[src/rtl/dpx_pkg.sv]
package dpx_pkg;

  // Link codes seen on link_type
  typedef enum logic [2:0] {
    LINK_DVI_SINGLE = 3'd0,
    LINK_DVI_DUAL   = 3'd1,
    LINK_HDMI       = 3'd2,
    LINK_DP         = 3'd3,
    LINK_DP_MULTI   = 3'd4,
    LINK_LVDS       = 3'd5,
    LINK_ANALOG     = 3'd6,
    LINK_NONE       = 3'd7
  } link_code_e;

  // Source width selected by exp_mode
  typedef enum logic {
    SRC_TEN   = 1'b0,
    SRC_EIGHT = 1'b1
  } src_width_e;

  function automatic logic link_qualifies(input logic [2:0] code);
    unique case (link_code_e'(code))
      LINK_HDMI, LINK_DP, LINK_DP_MULTI: link_qualifies = 1'b1;
      default:                           link_qualifies = 1'b0;
    endcase
  endfunction

endpackage

[src/rtl/dpx_ctrl_decode.sv]
module dpx_ctrl_decode
  import dpx_pkg::*;
#(
  parameter int LINK_W = 3
) (
  input  logic              exp_en,
  input  logic              exp_mode,
  input  logic [LINK_W-1:0] link_type,
  output logic              repl_on,
  output src_width_e        src_sel
);

  logic link_ok;

  always_comb begin
    link_ok = link_qualifies(3'(link_type));
    repl_on = exp_en & link_ok;
    src_sel = src_width_e'(exp_mode);
  end

endmodule

[src/rtl/dpx_widen.sv]
// Widens one left-aligned source of SRC_W bits to OUT_W bits, refilling the
// gap with the source MSBs (repeated cyclically) or zeros.
module dpx_widen #(
  parameter int SRC_W = 10,
  parameter int OUT_W = 12
) (
  input  logic [SRC_W-1:0] src,
  input  logic             repl_on,
  output logic [OUT_W-1:0] wide
);

  localparam int GAP = OUT_W - SRC_W;

  logic [GAP-1:0] fill;

  for (genvar i = 0; i < GAP; i++) begin : g_fill
    localparam int SRC_IDX = SRC_W - 1 - ((GAP - 1 - i) % SRC_W);
    assign fill[i] = src[SRC_IDX];
  end

  always_comb begin
    wide = {src, (repl_on ? fill : {GAP{1'b0}})};
  end

endmodule

[src/rtl/dpx_lane.sv]
module dpx_lane
  import dpx_pkg::*;
#(
  parameter int OUT_W    = 12,
  parameter int WIDE_W   = 10,
  parameter int NARROW_W = 8
) (
  input  logic [OUT_W-1:0] comp_in,
  input  logic             repl_on,
  input  src_width_e       src_sel,
  output logic [OUT_W-1:0] comp_out
);

  localparam int LOW_UNUSED = OUT_W - WIDE_W;

  logic [OUT_W-1:0] from_wide;
  logic [OUT_W-1:0] from_narrow;
  logic [LOW_UNUSED-1:0] unused_low;

  // Bits below the wider source never carry data into the result
  assign unused_low = comp_in[LOW_UNUSED-1:0];

  dpx_widen #(.SRC_W(WIDE_W), .OUT_W(OUT_W)) u_wide (
    .src     (comp_in[OUT_W-1 -: WIDE_W]),
    .repl_on (repl_on),
    .wide    (from_wide)
  );

  dpx_widen #(.SRC_W(NARROW_W), .OUT_W(OUT_W)) u_narrow (
    .src     (comp_in[OUT_W-1 -: NARROW_W]),
    .repl_on (repl_on),
    .wide    (from_narrow)
  );

  always_comb begin
    unique case (src_sel)
      SRC_EIGHT: comp_out = from_narrow;
      default:   comp_out = from_wide;
    endcase
  end

endmodule

[src/rtl/dpx_expander.sv]
module dpx_expander
  import dpx_pkg::*;
#(
  parameter int NUM_COMP = 3,
  parameter int OUT_W    = 12,
  parameter int WIDE_W   = 10,
  parameter int NARROW_W = 8,
  parameter int LINK_W   = 3
) (
  input  logic                      clk,
  input  logic                      rst,
  input  logic                      in_valid,
  input  logic [NUM_COMP*OUT_W-1:0] in_pix,
  input  logic                      exp_en,
  input  logic                      exp_mode,
  input  logic [LINK_W-1:0]         link_type,
  output logic                      out_valid,
  output logic [NUM_COMP*OUT_W-1:0] out_pix
);

  localparam int PIX_W = NUM_COMP * OUT_W;

  logic             repl_on;
  src_width_e       src_sel;
  logic [PIX_W-1:0] lane_pix;

  dpx_ctrl_decode #(.LINK_W(LINK_W)) u_ctrl (
    .exp_en    (exp_en),
    .exp_mode  (exp_mode),
    .link_type (link_type),
    .repl_on   (repl_on),
    .src_sel   (src_sel)
  );

  for (genvar k = 0; k < NUM_COMP; k++) begin : g_lane
    dpx_lane #(
      .OUT_W    (OUT_W),
      .WIDE_W   (WIDE_W),
      .NARROW_W (NARROW_W)
    ) u_lane (
      .comp_in  (in_pix[k*OUT_W +: OUT_W]),
      .repl_on  (repl_on),
      .src_sel  (src_sel),
      .comp_out (lane_pix[k*OUT_W +: OUT_W])
    );
  end

  always_ff @(posedge clk) begin
    if (rst) begin
      out_valid <= 1'b0;
      out_pix   <= '0;
    end else begin
      out_valid <= in_valid;
      if (in_valid) out_pix <= lane_pix;
    end
  end

endmodule

[config.mk]
export PLATFORM = sky130hd
export DESIGN_NAME = dpx_expander
export DESIGN_NICKNAME = d
export VERILOG_FILES = /design/src/rtl/dpx_pkg.sv /design/src/rtl/dpx_ctrl_decode.sv /design/src/rtl/dpx_widen.sv /design/src/rtl/dpx_lane.sv /design/src/rtl/dpx_expander.sv
export SDC_FILE = /design/constraint.sdc
export NUM_CORES = 1
export LEC_CHECK = 0
export BUFFER_PORTS_ARGS = -buffer_cell sky130_fd_sc_hd__buf_2
export CORE_MARGIN = 10
export CORE_UTILIZATION = 53
export DETAILED_ROUTE_END_ITERATION = 7
export PLACE_DENSITY = 0.83
export SKIP_CTS_REPAIR_TIMING = 1
export SLEW_MARGIN = 5
export SYNTH_ARGS = -nofsm -noshare
export SYNTH_HDL_FRONTEND = slang
export SYNTH_HIERARCHICAL = 1
export SYNTH_SLANG_ARGS = --single-unit
[constraint.sdc]
create_clock -name clk -period 3.6 [get_ports clk]
set_input_delay 0.36 -clock clk [delete_from_list [all_inputs] [get_ports clk]]
set_output_delay 0.36 -clock clk [all_outputs]
set_load 0.05 [all_outputs]
# Word level (Yosys, flattened, before mapping)
# Cells that the tools add are included.
# op_classes
n_eq_ne	3
n_mux	10
n_bitwise	1
reduce_logical	1
# ops
operator	n
4-bit 2-to-1 mux	6
3-bit by 2-bit == test with 1-bit output, second input constant	2
2-bit 2-to-1 mux	3
3-bit == test, second input constant	1
3-bit OR reduction	1
1-bit bitwise AND	1
1-bit 2-to-1 mux	1
# totals
regBits	37
inputBits	44
output_inout_bits	37
elab_cells	17

# Logic depth before layout (Yosys ltp)
# Gate-level depths: netlist of the first run.
# depth
depth_word	6
mapped_depth	6
depth_no_buf	6

# Modules after synthesis
# Netlist of the first run, hierarchy kept.
# by_module_without_submodules
mod	n_inst	cells_each	area_each_um2	seq_area_each_um2
dpx_expander	1	118	1332.5	740.7
dpx_lane	3	13	183.9	0.0
dpx_widen (g_lane[0].u_lane.u_wide ...)	3	12	87.6	0.0
dpx_widen (g_lane[0].u_lane.u_narrow ...)	3	12	85.1	0.0
dpx_ctrl_decode	1	4	33.8	0.0

# Worst setup path after synthesis of the first run
# No wires, ideal clock.
# synth_timing
path_kind	input-to-reg
start	input port link_type[2]
end	register out_pix[14]
setup_ps	128
arrival_ps	1322
t_required_ps	3472
slack_ps	2151
cell_stages	6
n_path_buf	0
path_cell_list	nor3b_2 -> o21a_1 -> and2_1 -> mux2_4 -> mux2i_1 -> nor2_1
# synth_between
elab_chain_cells	6
elab_cells_between_ends	8
classes_between	eq/ne: 3; mux: 3; bitwise: 1; reduce/logical: 1
# synth_lines
item	line_no	source
from (decl)	dpx_expander.sv:16	input logic [LINK_W-1:0] link_type,
3-bit by 2-bit == test with 1-bit output or 3-bit == test (tied branches)	dpx_pkg.sv:22	unique case (link_code_e'(code))
3-bit OR reduction (*)	dpx_pkg.sv:22	
1-bit 2-to-1 mux (*)	dpx_pkg.sv:22	
1-bit bitwise AND (*)	dpx_ctrl_decode.sv:17	repl_on = exp_en & link_ok;
via repl_on	dpx_expander.sv:23	logic repl_on;
4-bit 2-to-1 mux (*)	dpx_widen.sv:22	wide = {src, (repl_on ? fill : {GAP{1'b0}})};
via g_lane[1].u_lane.from_narrow[2]	dpx_lane.sv:17	logic [OUT_W-1:0] from_narrow;
4-bit 2-to-1 mux (*)	dpx_lane.sv:36	unique case (src_sel)
via lane_pix[14]	dpx_expander.sv:25	logic [PIX_W-1:0] lane_pix;
to (signal assigned)	dpx_expander.sv:54	if (in_valid) out_pix <= lane_pix;
to (decl)	dpx_expander.sv:18	output logic [NUM_COMP*OUT_W-1:0] out_pix
# Mark *: on every way through the listed nets, which the timed path passes. The rest lies on a longest branch.
# A chain may end at the register's enable or synchronous reset.

==> results.md, run 1 <==
- The critical path capture point is out_pix[35].
- The beginning of the critical path is exp_mode.
- The root buffer cell chosen for the clock tree is clkbuf_8.
- The max-cap violation count is 0.
- TritonCTS built the clock tree.
- The count of final setup violators is 0.
- The die is 87.80 um wide.
- Detailed placement ended at an HPWL of 3.189 mm.
- The number of buffers on the longest clock path is 2.
- The capturing element type of the critical path is a flop.
- The H-tree level count is 2.
- For the worst flop-to-flop path, the logic depth is 2.
- In the layout the commonest cells are buf_2 (74), dfxtp_1 (37), mux2i_1 (36), nor2_1 (36), mux2_4 (30).
- The reg-to-reg critical path endpoint is out_pix[8].
- The clock network latency to the later pin of the worst-skew pair is 280 ps.
- The via count of the first global-routing pass is 1521.
- The path class of the tightest hold or removal check is input pin to flop.
- When the netlist entered floorplanning its net count stood at 277.
- The number of antenna violations at the first check in global routing is 0.
- The instance count on the critical path is 4.
- For the pin with the worst max-slew slack, the measured transition is 1069 ps.
- Yosys printed 6 warnings.
- The post-synthesis instance total is 233.
- Relative to the synthesized area, the layout overhead comes to -0.6164%.
- The internal reg-to-reg setup slack is 2950 ps.
- A synthesized cell averages 10.46 um2.
- On the worst path, the slowest cell contributes a delay of 790 ps.
- The multi-input combinational cells in the finished layout cover a total of 1159 um2.
- For this configuration, the core starts out at a cell density of 0.5519.
- The detailed router placed 1451 vias in this run.
- The total clock buffers created by CTS is 5.
- Headroom to the max-slew limit came out at 0.2875.
- The clock edge transition at the registers on the reported setup and hold paths is 70 ps.
- The kind of critical path is input pin to flop.
- The setup TNS after final layout is 0 ps.
- The max-slew violation total from the final report is 0.
- Among all stages on the critical path, the largest delay is contributed by buf_2.
- The quantity of I/O buffers inserted on ports is 74.
- The post-route core utilization is 0.5485.
- The most common cell after layout, fill and taps aside is buf_2.
- Of the cells placed in the final design, the portion with a size suffix greater than 1 is 0.4718.
- The minimum clock period after layout is 1634 ps.
- Data on the critical path is required at its endpoint by 3740 ps.
- The total leakage power is 1.290 nW.
- The wire length of the first global-routing pass is 6.913 mm.
- For this run, the top clock speed supported by timing is 0.6120 GHz.
- Data on the critical path arrives at its endpoint at 1770 ps.
- Entering global routing, the biggest net connects 38 pins.
- Along the worst path, the maximum fanout reaches 36.
- The startpoint identified for the worst hold timing path is in_pix[14].
- Setup repair after global routing left no endpoint under its margin.
- Traced cell by cell, the critical path runs through buf_2 > mux2_2 > mux2i_1 > nor2_1.
- The post-synthesis sequential element count is 37.
- The netlist area before placement is 2436 um2.
- The footprint of the flip-flops and latches is 740.7 um2.
- The floorplan die height is 87.80 um.
- The post-detailed-route via-to-cell ratio is 4.837.
- Counting the fill cells in the layout gives 423.
- During I/O placement, the number of pins put on the boundary was 81.
- The die covers 7708 um2.
- Once detail routing completed, the nets flagged for antenna violations numbered 0.
- The part of the Yosys area used for sequential elements is 0.3041.
- Counting both buffers and inverters, the worst setup path holds a total of 1.
- Among cell families on the critical path, the largest total delay comes from buffers and inverters.
- Dividing the detail-routed wire length by the instance count gives 14.48 um.
- The worst-case IR drop observed on VDD is 0.1765 mV.
- The startpoint identified for the worst register-to-register timing path is out_pix[8].
- The clock arrives with 0 ps of skew.
- The final wirelength is 4.343 mm.
- The layout net count is 292.
- The worst setup path is launched from an input pin.
- The count of antenna diodes in the layout is 0.
- The core box area is 4414 um2.
- At the end of routability-driven placement, the weighted congestion stood at 0.6714.
- The total global-route track usage is 0.1113.
- The remaining global-route overflow is 0.
- The post-route fraction of the period consumed by the critical path is 0.4539.
- The power density over the cells is 408.5 nW/um2.
- After detailed routing, the number of remaining DRC violations is 0.
- In this run, the number of DRC markers left after iteration 0 of detailed routing was 28.
- The final-report hold violation count is 0.
- The number of different library cells used by synthesis comes to 14.
- Hold is met by 438.5 ps.
- The initialized floorplan defines 24 standard-cell rows.
- The number of sinks on the clock net is 37.
- The run finished with clean final reports.
- The number of optimization iterations in the first detailed-route pass is 4.
==> per-stage QoR <==
step	area, um2	power (mW)	std cells	setup WS (ps)
after floorplan	2436	0.6991	233	2151
after global placement	2335	0.7062	293	1659
after detailed placement	2335	0.7118	293	1636
after CTS	2421	1.008	300	1935
after global routing	2421	1.038	300	1846
final	2421	0.9890	300	1966
==> final cells by class <==
cell class,count,area share
multi-input combinational,130,0.4786
clock buffer,7,0.03566
sequential,37,0.3059
tap,52,0.02687
timing repair buffer,74,0.1530
==> logic make-up after synthesis <==
| family | Yosys count | synth area share |
|---|---|---|
| mux | 72 | 0.3606 |
| simple gates | 57 | 0.1120 |
| flops | 37 | 0.3041 |
| compound gates | 1 | 0.003083 |
| buf+inv | 66 | 0.2203 |
==> per-layer routing <==
metal | GRT usage | wire, um
met2 | 0.1885 | 2083
met4 | 0.05507 | 51
met3 | 0.05014 | 478
met5 | 0 | 0
met1 | 0.1141 | 1730
==> sequential cells by signal, indices dropped and copies added, names as in the netlist <==
| signal | cells |
|---|---|
| out_pix | 36 |
| out_valid | 1 |
==> cell usage after synthesis <==
master    n  area [um2]
buf_4    55       412.9
buf_2     3       15.01
mux2i_1  36       360.4
o21a_1    1       7.510
mux2_2    6       67.56
dfxtp_1  37       740.7
nor2b_1   2       12.51
and2_1   18       112.6
buf_6     4       45.04
nor3b_2   1       12.51
buf_1     1       3.750
buf_12    3       60.06
nor2_1   36       135.1
mux2_4   30       450.4
==> worst min path at each step <==
stage	endpoint	cells past startpoint
floorplan	out_valid	2
global placement	out_pix[28]	2
detailed placement	out_pix[11]	2
CTS	out_pix[14]	4
global route	out_pix[3]	4
finish	out_pix[14]	4
==> where the power goes <==
group | switching, mW | total, mW | internal, mW | leakage, nW
sequential | 0.0105 | 0.444 | 0.433 | 0.304
clock | 0.139 | 0.291 | 0.152 | 0.0443
combinational | 0.153 | 0.255 | 0.101 | 0.942
total | 0.303 | 0.989 | 0.686 | 1.29
==> tightest hold or removal path: cells and delay by family <==
kind,cells,cell delay [ps]
buffers and inverters,1,70
and+or+nand+nor,1,70
muxes,2,180
(Power assumes the default switching activity.)
==> run 2: changes to the inputs <==
--- a/config.mk
+++ b/config.mk
@@ -5,11 +5,12 @@
 export SDC_FILE = /design/constraint.sdc
 export NUM_CORES = 1
 export LEC_CHECK = 0
+export ABC_AREA = 1
 export BUFFER_PORTS_ARGS = -buffer_cell sky130_fd_sc_hd__buf_2
 export CORE_MARGIN = 10
-export CORE_UTILIZATION = 53
+export CORE_UTILIZATION = 52
 export DETAILED_ROUTE_END_ITERATION = 7
-export PLACE_DENSITY = 0.83
+export PLACE_DENSITY = 0.81
 export SKIP_CTS_REPAIR_TIMING = 1
 export SLEW_MARGIN = 5
 export SYNTH_ARGS = -nofsm -noshare
==> constraint.sdc (replaced) <==
create_clock -name clk -period 1.6 [get_ports clk]
set_input_delay 0.16 -clock clk [delete_from_list [all_inputs] [get_ports clk]]
set_output_delay 0.16 -clock clk [all_outputs]
set_load 0.05 [all_outputs]
==> results.md, run 2 <==
- The dominant register cell in the synthesized netlist is dfxtp_1.
- The buffer and inverter count on the worst path is 1 (unchanged).
- The total clock buffers created by CTS came to 5 (unchanged).
- Relative to the synthesized area, the layout overhead comes to 0.04815%.
- The maximum clock frequency is 0.9527 GHz.
- The floorplan die height is 90.66 um (+3.3%).
- The run finished with clean final reports.
- The H-tree level count was 2 (unchanged).
- The quantity of I/O buffers inserted on ports is 74 (unchanged).
- The post-synthesis sequential element count is 37 (unchanged).
- The library cells used most frequently in the layout, excluding fill and tap cells, are nand2_1 (201), buf_2 (74), nor2_1 (70).
- On the critical path the largest part of the delay comes from flip-flops.
- The clock network fraction of total power is 0.281 (-0.013).
- The startpoint kind of the worst setup timing path is a flop.
- The post-route clock skew is 0 ps (unchanged).
- The worst slew slack as a fraction of its limit is 0.5829 (+0.2953).
- The count of antenna diodes in the layout is 0 (unchanged).
- The fill cell total of the finished layout is 514 (+22%).
- The max-slew violation total from the final report is 0 (unchanged).
- The final-report hold violation count was 0 (unchanged).
- After synthesis, the most frequently instantiated cells are nand2_1 (201), nor2_1 (70), buf_4 (61), inv_1 (57), dfxtp_1 (37).
- The number of optimization iterations in the first detailed-route pass is 4 (unchanged).
- The total global-route track usage came to 0.1274 (+0.01609).
- The tightest hold margin is 62.62 ps (-375.8 ps).
- The wire length of the first global-routing pass is 8.983 mm (+30%).
- The depth of the most critical reg-to-reg path is 2 (unchanged).
- The post-route fraction of the period consumed by the critical path is 0.6560.
- The switching power as a share of total power is 0.3492 (+0.04292).
- The net count after synthesis is 489 (+77%).
- The delay contributed by the slowest stage of the critical path is 340 ps (-450 ps).
- The most common cell in the synthesized netlist is nand2_1.
- The flip-flop count of the largest register after layout is 36 (unchanged).
- The instance count on the critical path is 1 (-3).
- The worst path needs 1050 ps of the cycle, external delays included.
- The via count of the first global-routing pass is 2021 (+33%).
- The number of standard cells in the layout, taps in and fillers out came to 525 (+75%).
- The average wire length per cell after detail routing was 9.890 um (-32%).
- The endpoint arrival time on the critical path came to 890 ps (-880 ps).
- The net switching power is 810.8 uW (+170%).
- The worst slack after detailed placement is 350.9 ps (-1286 ps).
- The max-cap violation count came to 0 (unchanged).
- The power share of the sequential group is 0.437 (-0.011).
- The starting density of the core was 0.5425 (-0.009387).
- The post-detailed-route via-to-cell ratio is 4.217 (-13%).
- The biggest area contributor in the post-synthesis netlist is nand2_1.
- The number of standard-cell rows in the floorplan is 25 (+4.2%).
- out_pix holds more flip-flops than any other register.
- The power density over the cells is 893.8 nW/um2 (+120%).
- The placer congestion estimate is 0.7325 (+9.1%).
- The critical-path maximum fanout is 2 (-94%).
- The fraction of registers with async set/reset is 0 (unchanged).
- The proportion of layout cells with a drive suffix above 1 is 0.2009 (-0.2709).
- The total via count after detailed routing is 2214 (+53%).
- The combinational family with the most area after synthesis is simple AND/OR/NAND/NOR gates.
- The maximum number of pins on one net before global-route repair is 74 (+95%).
- The fraction of synthesized cell area in xor and xnor cells came to 0 (unchanged).
- The number of antenna-violating nets in the routed design is 0 (unchanged).
- The cell count after placement is 518 (+77%).
- The number of buffers on the longest clock path is 2 (unchanged).
- The proportion of netlist area held by the largest area contributor is 0.2906 (-0.01346).
- The die area is 8219 um2 (+6.6%).
- The HPWL after detailed placement was 3.778 mm (+18%).
- The part of the Yosys area used for sequential elements is 0.2853 (-0.01876).
- The kind of critical path is flop to output port.
- The core box area is 4786 um2 (+8.4%).
- The count of routing violations after the opening detailed-route iteration is 92 (+230%).
- The required time at the worst-slack endpoint is 1440 ps (-2300 ps).
- The mux cell area share after synthesis was 0 (-0.3606).
- The clock edge transition at the registers on the reported setup and hold paths is 70 ps (about the same).
- The final wirelength is 5.192 mm (+20%).
- The post-synthesis share of cell area spent on full adders, half adders and majority gates is 0 (unchanged).
- The number of sinks on the clock net is 37 (unchanged).
- The slew of the pin with the lowest slew margin is 624.8 ps (-443.9 ps).
- The fraction of the mapped netlist area in compound gates is 0.003373 (+0.0002918).
- In this run the worst hold path is classified as input pin to flop.
- The total of warnings raised by yosys is 6 (unchanged).
- CTS placed an instance of clkbuf_8 at the clock tree root.
- The layout net count is 502 (+72%).
- Setup repair after global routing left no endpoint under its margin.
- The critical path goes through buf_2.
- The combinational group share of total power is 0.282 (+0.025).
- Sorting the synthesized cells by area gives the leading types as nand2_1 (29%), dfxtp_1 (29%), buf_4 (18%).
- The netlist area before placement came to 2596 um2 (+6.6%).
- The number of distinct library cells after synthesis is 9 (-5).
- The minimum setup slack in the final design is 550.3 ps (-1416 ps).
- The total DRC errors in the routed layout is 0 (unchanged).
- In the final layout, the registers with the most flip-flops are out_pix: 36 flops, out_valid: 1 flops.
- The number of flops mapped to enable cells by yosys was 0 (unchanged).
- The worst-case vdd ir drop was 0.5182 mV (+190%).
- The largest individual stage delay along the critical path comes from the cell dfxtp_1.
- The remaining global-route overflow is 0 (unchanged).
- The total leakage power came to 1.727 nW (+34%).
- The die width is 90.66 um (+3.3%).
- The setup TNS after final layout is 0 ps (unchanged).
- The fraction of the mapped netlist area in simple logic gates is 0.3990 (+0.2871).
- The clock tree from TritonCTS is done.
- The count of final setup violators is 0 (unchanged).
- The total design power came to 2.322 mW (+130%).
- The post-synthesis instance total is 445 (+91%).
- The number of top-level pins is 81 (unchanged).
- The cell internal power dissipation is 1.511 mW (+120%).
- STA classifies the critical path endpoint as an output port.
- The cell depth of the worst hold path was 2 (-2).
- The number of antenna violations at the first check in global routing is 0 (unchanged).
- The synthesized area divided by synthesized cell count is 5.834 um2 (-44%).
- The clock network latency to the later pin of the worst-skew pair is 280 ps (about the same).
- The most common cell after layout, fill and taps aside is nand2_1.
run 2: changes by cell type in the layout (fill, tap and decap cells not counted), moves of 4 or more:
cell / change
inv_1: +57
nand2_1: +201
nor2_1: +34
mux2i_1: -36
inv_2: +4
mux2_2: -6
mux2_4: -30
and2_1: -18
run 2: worst paths after layout:
kind                       to   startpoint  slack [ps]
setup / recovery  out_pix[11]  out_pix[11]         550
hold / removal      out_valid          rst          60
setup reg to reg   out_pix[3]   out_pix[3]        1030
hold reg to reg   out_pix[17]  out_pix[17]         470
run 2: final cells by class:
class | count | area (um2) | share of cell area
timing repair buffer | 78 | 412.9 | 0.1590
multi-input combinational | 275 | 1045 | 0.4022
sequential | 37 | 740.7 | 0.2852
inverter | 61 | 229.0 | 0.08815
clock buffer | 7 | 86.33 | 0.03324
tap | 67 | 83.83 | 0.03227
run 2: per-stage QoR:
step / util / area [um2]
2_1_floorplan: - / 2596
3_3_place_gp: 0.5247 / 2511
3_5_place_dp: 0.5247 / 2511
4_1_cts: 0.5427 / 2597
5_1_grt: 0.5427 / 2597
6_report: 0.5427 / 2597
run 2: cell families (layout without fill, tap and decap cells):
logic type      after synthesis  count (layout)
buf+inv                     133             146
simple gates                274             274
flops                        37              37
compound gates                1               1
run 2: layer usage:
metal / vias up / global-route usage / part of all wire
li1: 1230 / - / -
met1: 931 / 0.1410 / 0.44
met5: - / 0 / 0
met3: 4 / 0.04655 / 0.080
met4: 0 / 0.04377 / 0.011
met2: 49 / 0.2188 / 0.47
run 2: power groups by stage:
stage	Combinational (mW)	Sequential [mW]	Clock, mW
floorplan	0.387	1.26	0
global placement	0.652	1.03	0
detailed placement	0.663	1.04	0
CTS	0.664	1.01	0.680
global route	0.730	1.02	0.725
finish	0.656	1.01	0.652
==> run 3: changes to the inputs <==
==> constraint.sdc (replaced) <==
create_clock -name clk -period 1 [get_ports clk]
set_input_delay 0.1 -clock clk [delete_from_list [all_inputs] [get_ports clk]]
set_output_delay 0.1 -clock clk [all_outputs]
set_load 0.05 [all_outputs]
==> results.md, run 3 (same netlist as run 2, synthesis figures left out) <==
- The run finished with clean final reports.
- The count of final setup violators was 0 (unchanged).
- For this design, the slowest cell found on the critical path is dfxtp_1.
- The max-slew violation total from the final report is 0 (unchanged).
- The clock edge transition at the registers on the reported setup and hold paths was 80 ps (about the same).
- The worst-case vdd ir drop is 0.6417 mV (+24%).
- The post-route core utilization is 0.5835 (+0.04078).
- The placer congestion estimate is 0.7815 (+6.7%).
- The power density over the cells came to 1405 nW/um2 (+57%).
- The number of antenna-violating nets in the routed design is 0 (unchanged).
- The worst min-delay path category is input pin to flop.
- The fill cell total of the finished layout is 490 (-4.7%).
- The total clock buffers created by CTS was 5 (unchanged).
- The die area came to 8219 um2 (unchanged).
- The HPWL after detailed placement is 3.904 mm (+3.3%).
- The total length of routed met3 wires was 441 um (+5.8%).
- The most common cell after layout, fill and taps aside is nand2_1.
- The total DRC errors in the routed layout is 0 (unchanged).
- The power share of the sequential group is 0.415 (-0.022).
- The top register by number of flip-flops is out_pix.
- The total length of routed met2 wires is 2.490 mm (+1.8%).
- The total via count after detailed routing was 2246 (+1.4%).
- The wire length of the first global-routing pass was 8.749 mm (-2.6%).
- The remaining global-route overflow was 0 (unchanged).
- The endpoint arrival time on the critical path is 880 ps (about the same).
- Walking the worst path, the cells encountered are clkbuf_4.
- The proportion of layout cells with a drive suffix above 1 was 0.2095 (+0.008630).
- The switching power as a share of total power was 0.3427 (-0.006523).
- The via count of the first global-routing pass is 2014 (-0.35%).
- The cell count after placement was 521 (+0.58%).
- The final wirelength is 5.318 mm (+2.4%).
- The maximum clock frequency is 1.018 GHz.
- Leaving out fill and tap cells, the most frequent cells in the layout are nand2_1 (201), nor2_1 (70), inv_1 (57).
- The detailed router used layers up to and including met4.
- The quantity of I/O buffers inserted on ports came to 74 (unchanged).
- The layout net count is 506 (+0.80%).
- The delay contributed by the slowest stage of the critical path is 350 ps (about the same).
- The number of sinks on the clock net is 37 (unchanged).
- The floorplan die height came to 90.66 um (unchanged).
- The critical-path maximum fanout is 2 (unchanged).
- The tightest hold margin is 196.4 ps (+133.8 ps).
- The required time at the worst-slack endpoint came to 900 ps (-540 ps).
- The worst slack after detailed placement was -147.4 ps (-498.2 ps).
- The clock tree from TritonCTS is done.
- The flip-flop count of the largest register after layout was 36 (unchanged).
- The combinational group share of total power was 0.292 (+0.010).
- The max-cap violation count is 0 (unchanged).
- The number of optimization iterations in the first detailed-route pass is 4 (unchanged).
- In the finished design, the share of the clock period the worst path needs comes to 0.9825.
- The net switching power was 1.345 mW (+66%).
- The total routed wire length on the met1 layer is 2.306 mm (+1.5%).
- The clock network fraction of total power is 0.293 (+0.012).
- The number of standard-cell rows in the floorplan was 25 (unchanged).
- The internal reg-to-reg setup slack is 420 ps (-610 ps).
- The number of antenna violations at the first check in global routing is 0 (unchanged).
- The post-detailed-route via-to-cell ratio is 4.238 (+0.49%).
- The total leakage power is 1.775 nW (+2.8%).
- The core box area was 4786 um2 (unchanged).
- The area growth from synthesis to final layout is 7.566%.
- The minimum setup slack in the final design is 17.48 ps (-532.9 ps).
- The average wire length per cell after detail routing is 10.03 um (+1.5%).
- The setup TNS after final layout came to 0 ps (unchanged).
- The worst slew slack as a fraction of its limit was 0.7377 (+0.1549).
- The number of buffers on the longest clock path came to 2 (unchanged).
- The capturing element type of the critical path is an output port.
- The post-route clock skew is 0 ps (unchanged).
- The count of routing violations after the opening detailed-route iteration is 67 (-27%).
- The number of top-level pins was 81 (unchanged).
- The worst path in the final design needs a cycle of 982.5 ps, including I/O delays and setup.
- The final-report hold violation count is 0 (unchanged).
- The category of cells accounting for the largest share of critical-path delay is flip-flops.
- The buffer and inverter count on the worst path is 1 (unchanged).
- The number of standard cells in the layout, taps in and fillers out is 530 (+0.95%).
- The starting density of the core was 0.5425 (unchanged).
- The total global-route track usage is 0.1259 (-0.001474).
- The maximum number of pins on one net before global-route repair is 38 (-49%).
- The die width is 90.66 um (unchanged).
- The cell internal power dissipation is 2.579 mW (+71%).
- The slew of the pin with the lowest slew margin is 393.4 ps (-231.4 ps).
- The buffer cell driving the clock tree root is clkbuf_8.
- The worst setup path is launched from a flop.
- The count of antenna diodes in the layout is 0 (unchanged).
- The largest registers in the layout are out_pix: 36 flops, out_valid: 1 flops.
- The kind of critical path is flop to output port.
- The H-tree level count is 2 (unchanged).
- The clock network latency to the later pin of the worst-skew pair came to 290 ps (about the same).
[run 3: cell count changes in the layout (fill, tap and decap cells not counted)]
| cell | previous run | this run |
|---|---|---|
| a21oi_2 | 1 | 0 |
| clkbuf_8 | 6 | 7 |
| a21oi_4 | 0 | 1 |
| buf_4 | 3 | 17 |
| clkbuf_4 | 0 | 21 |
| clkbuf_1 | 1 | 0 |
| buf_2 | 74 | 38 |
| clkinv_2 | 0 | 1 |
| buf_12 | 1 | 5 |
| dlygate4sd3_1 | 0 | 1 |
[run 3: path summary, 6_finish.rpt]
path                from          end  depth (start not counted)
max          out_pix[19]  out_pix[19]                          1
min           in_pix[14]  out_pix[14]                          7
max reg2reg   out_pix[3]   out_pix[3]                          2
min reg2reg  out_pix[34]  out_pix[34]                          2
[run 3: routing by layer]
metal,track usage,up-vias
met2,0.2163,53
li1,-,1248
met4,0.04377,0
met3,0.06151,7
met5,0,-
met1,0.1301,938
[run 3: power by group through the flow]
stage | sequential, mW | combinational, mW | clock (mW)
floorplan | 2.02 | 0.624 | 0
global placement | 1.65 | 1.08 | 0
detailed placement | 1.65 | 1.10 | 0
CTS | 1.62 | 1.11 | 1.19
global route | 1.64 | 1.26 | 1.26
finish | 1.63 | 1.15 | 1.15
[run 3: cell type report]
type	instances	area, um2	area share
sequential	37	740.7	0.2652
clock inverter	1	5.005	0.001792
timing repair buffer	82	585.6	0.2097
clock buffer	7	96.34	0.03450
multi-input combinational	275	1052	0.3768
tap	67	83.83	0.03002
inverter	61	229.0	0.08199
[run 3: metrics by stage]
stage               power [mW]  cell area [um2]
global placement         2.734             2591
finish                   3.923             2793
detailed placement       2.758             2591
CTS                      3.915             2693
global route             4.166             2793
floorplan                2.640             2604
[run 3: worst min-delay path, stage by stage]
cell	delay [ps]
buf_2	70
nand2_1	40
nand2_1	50
inv_1	30
nand2_1	40
nand2_1	40
nor2_1	70
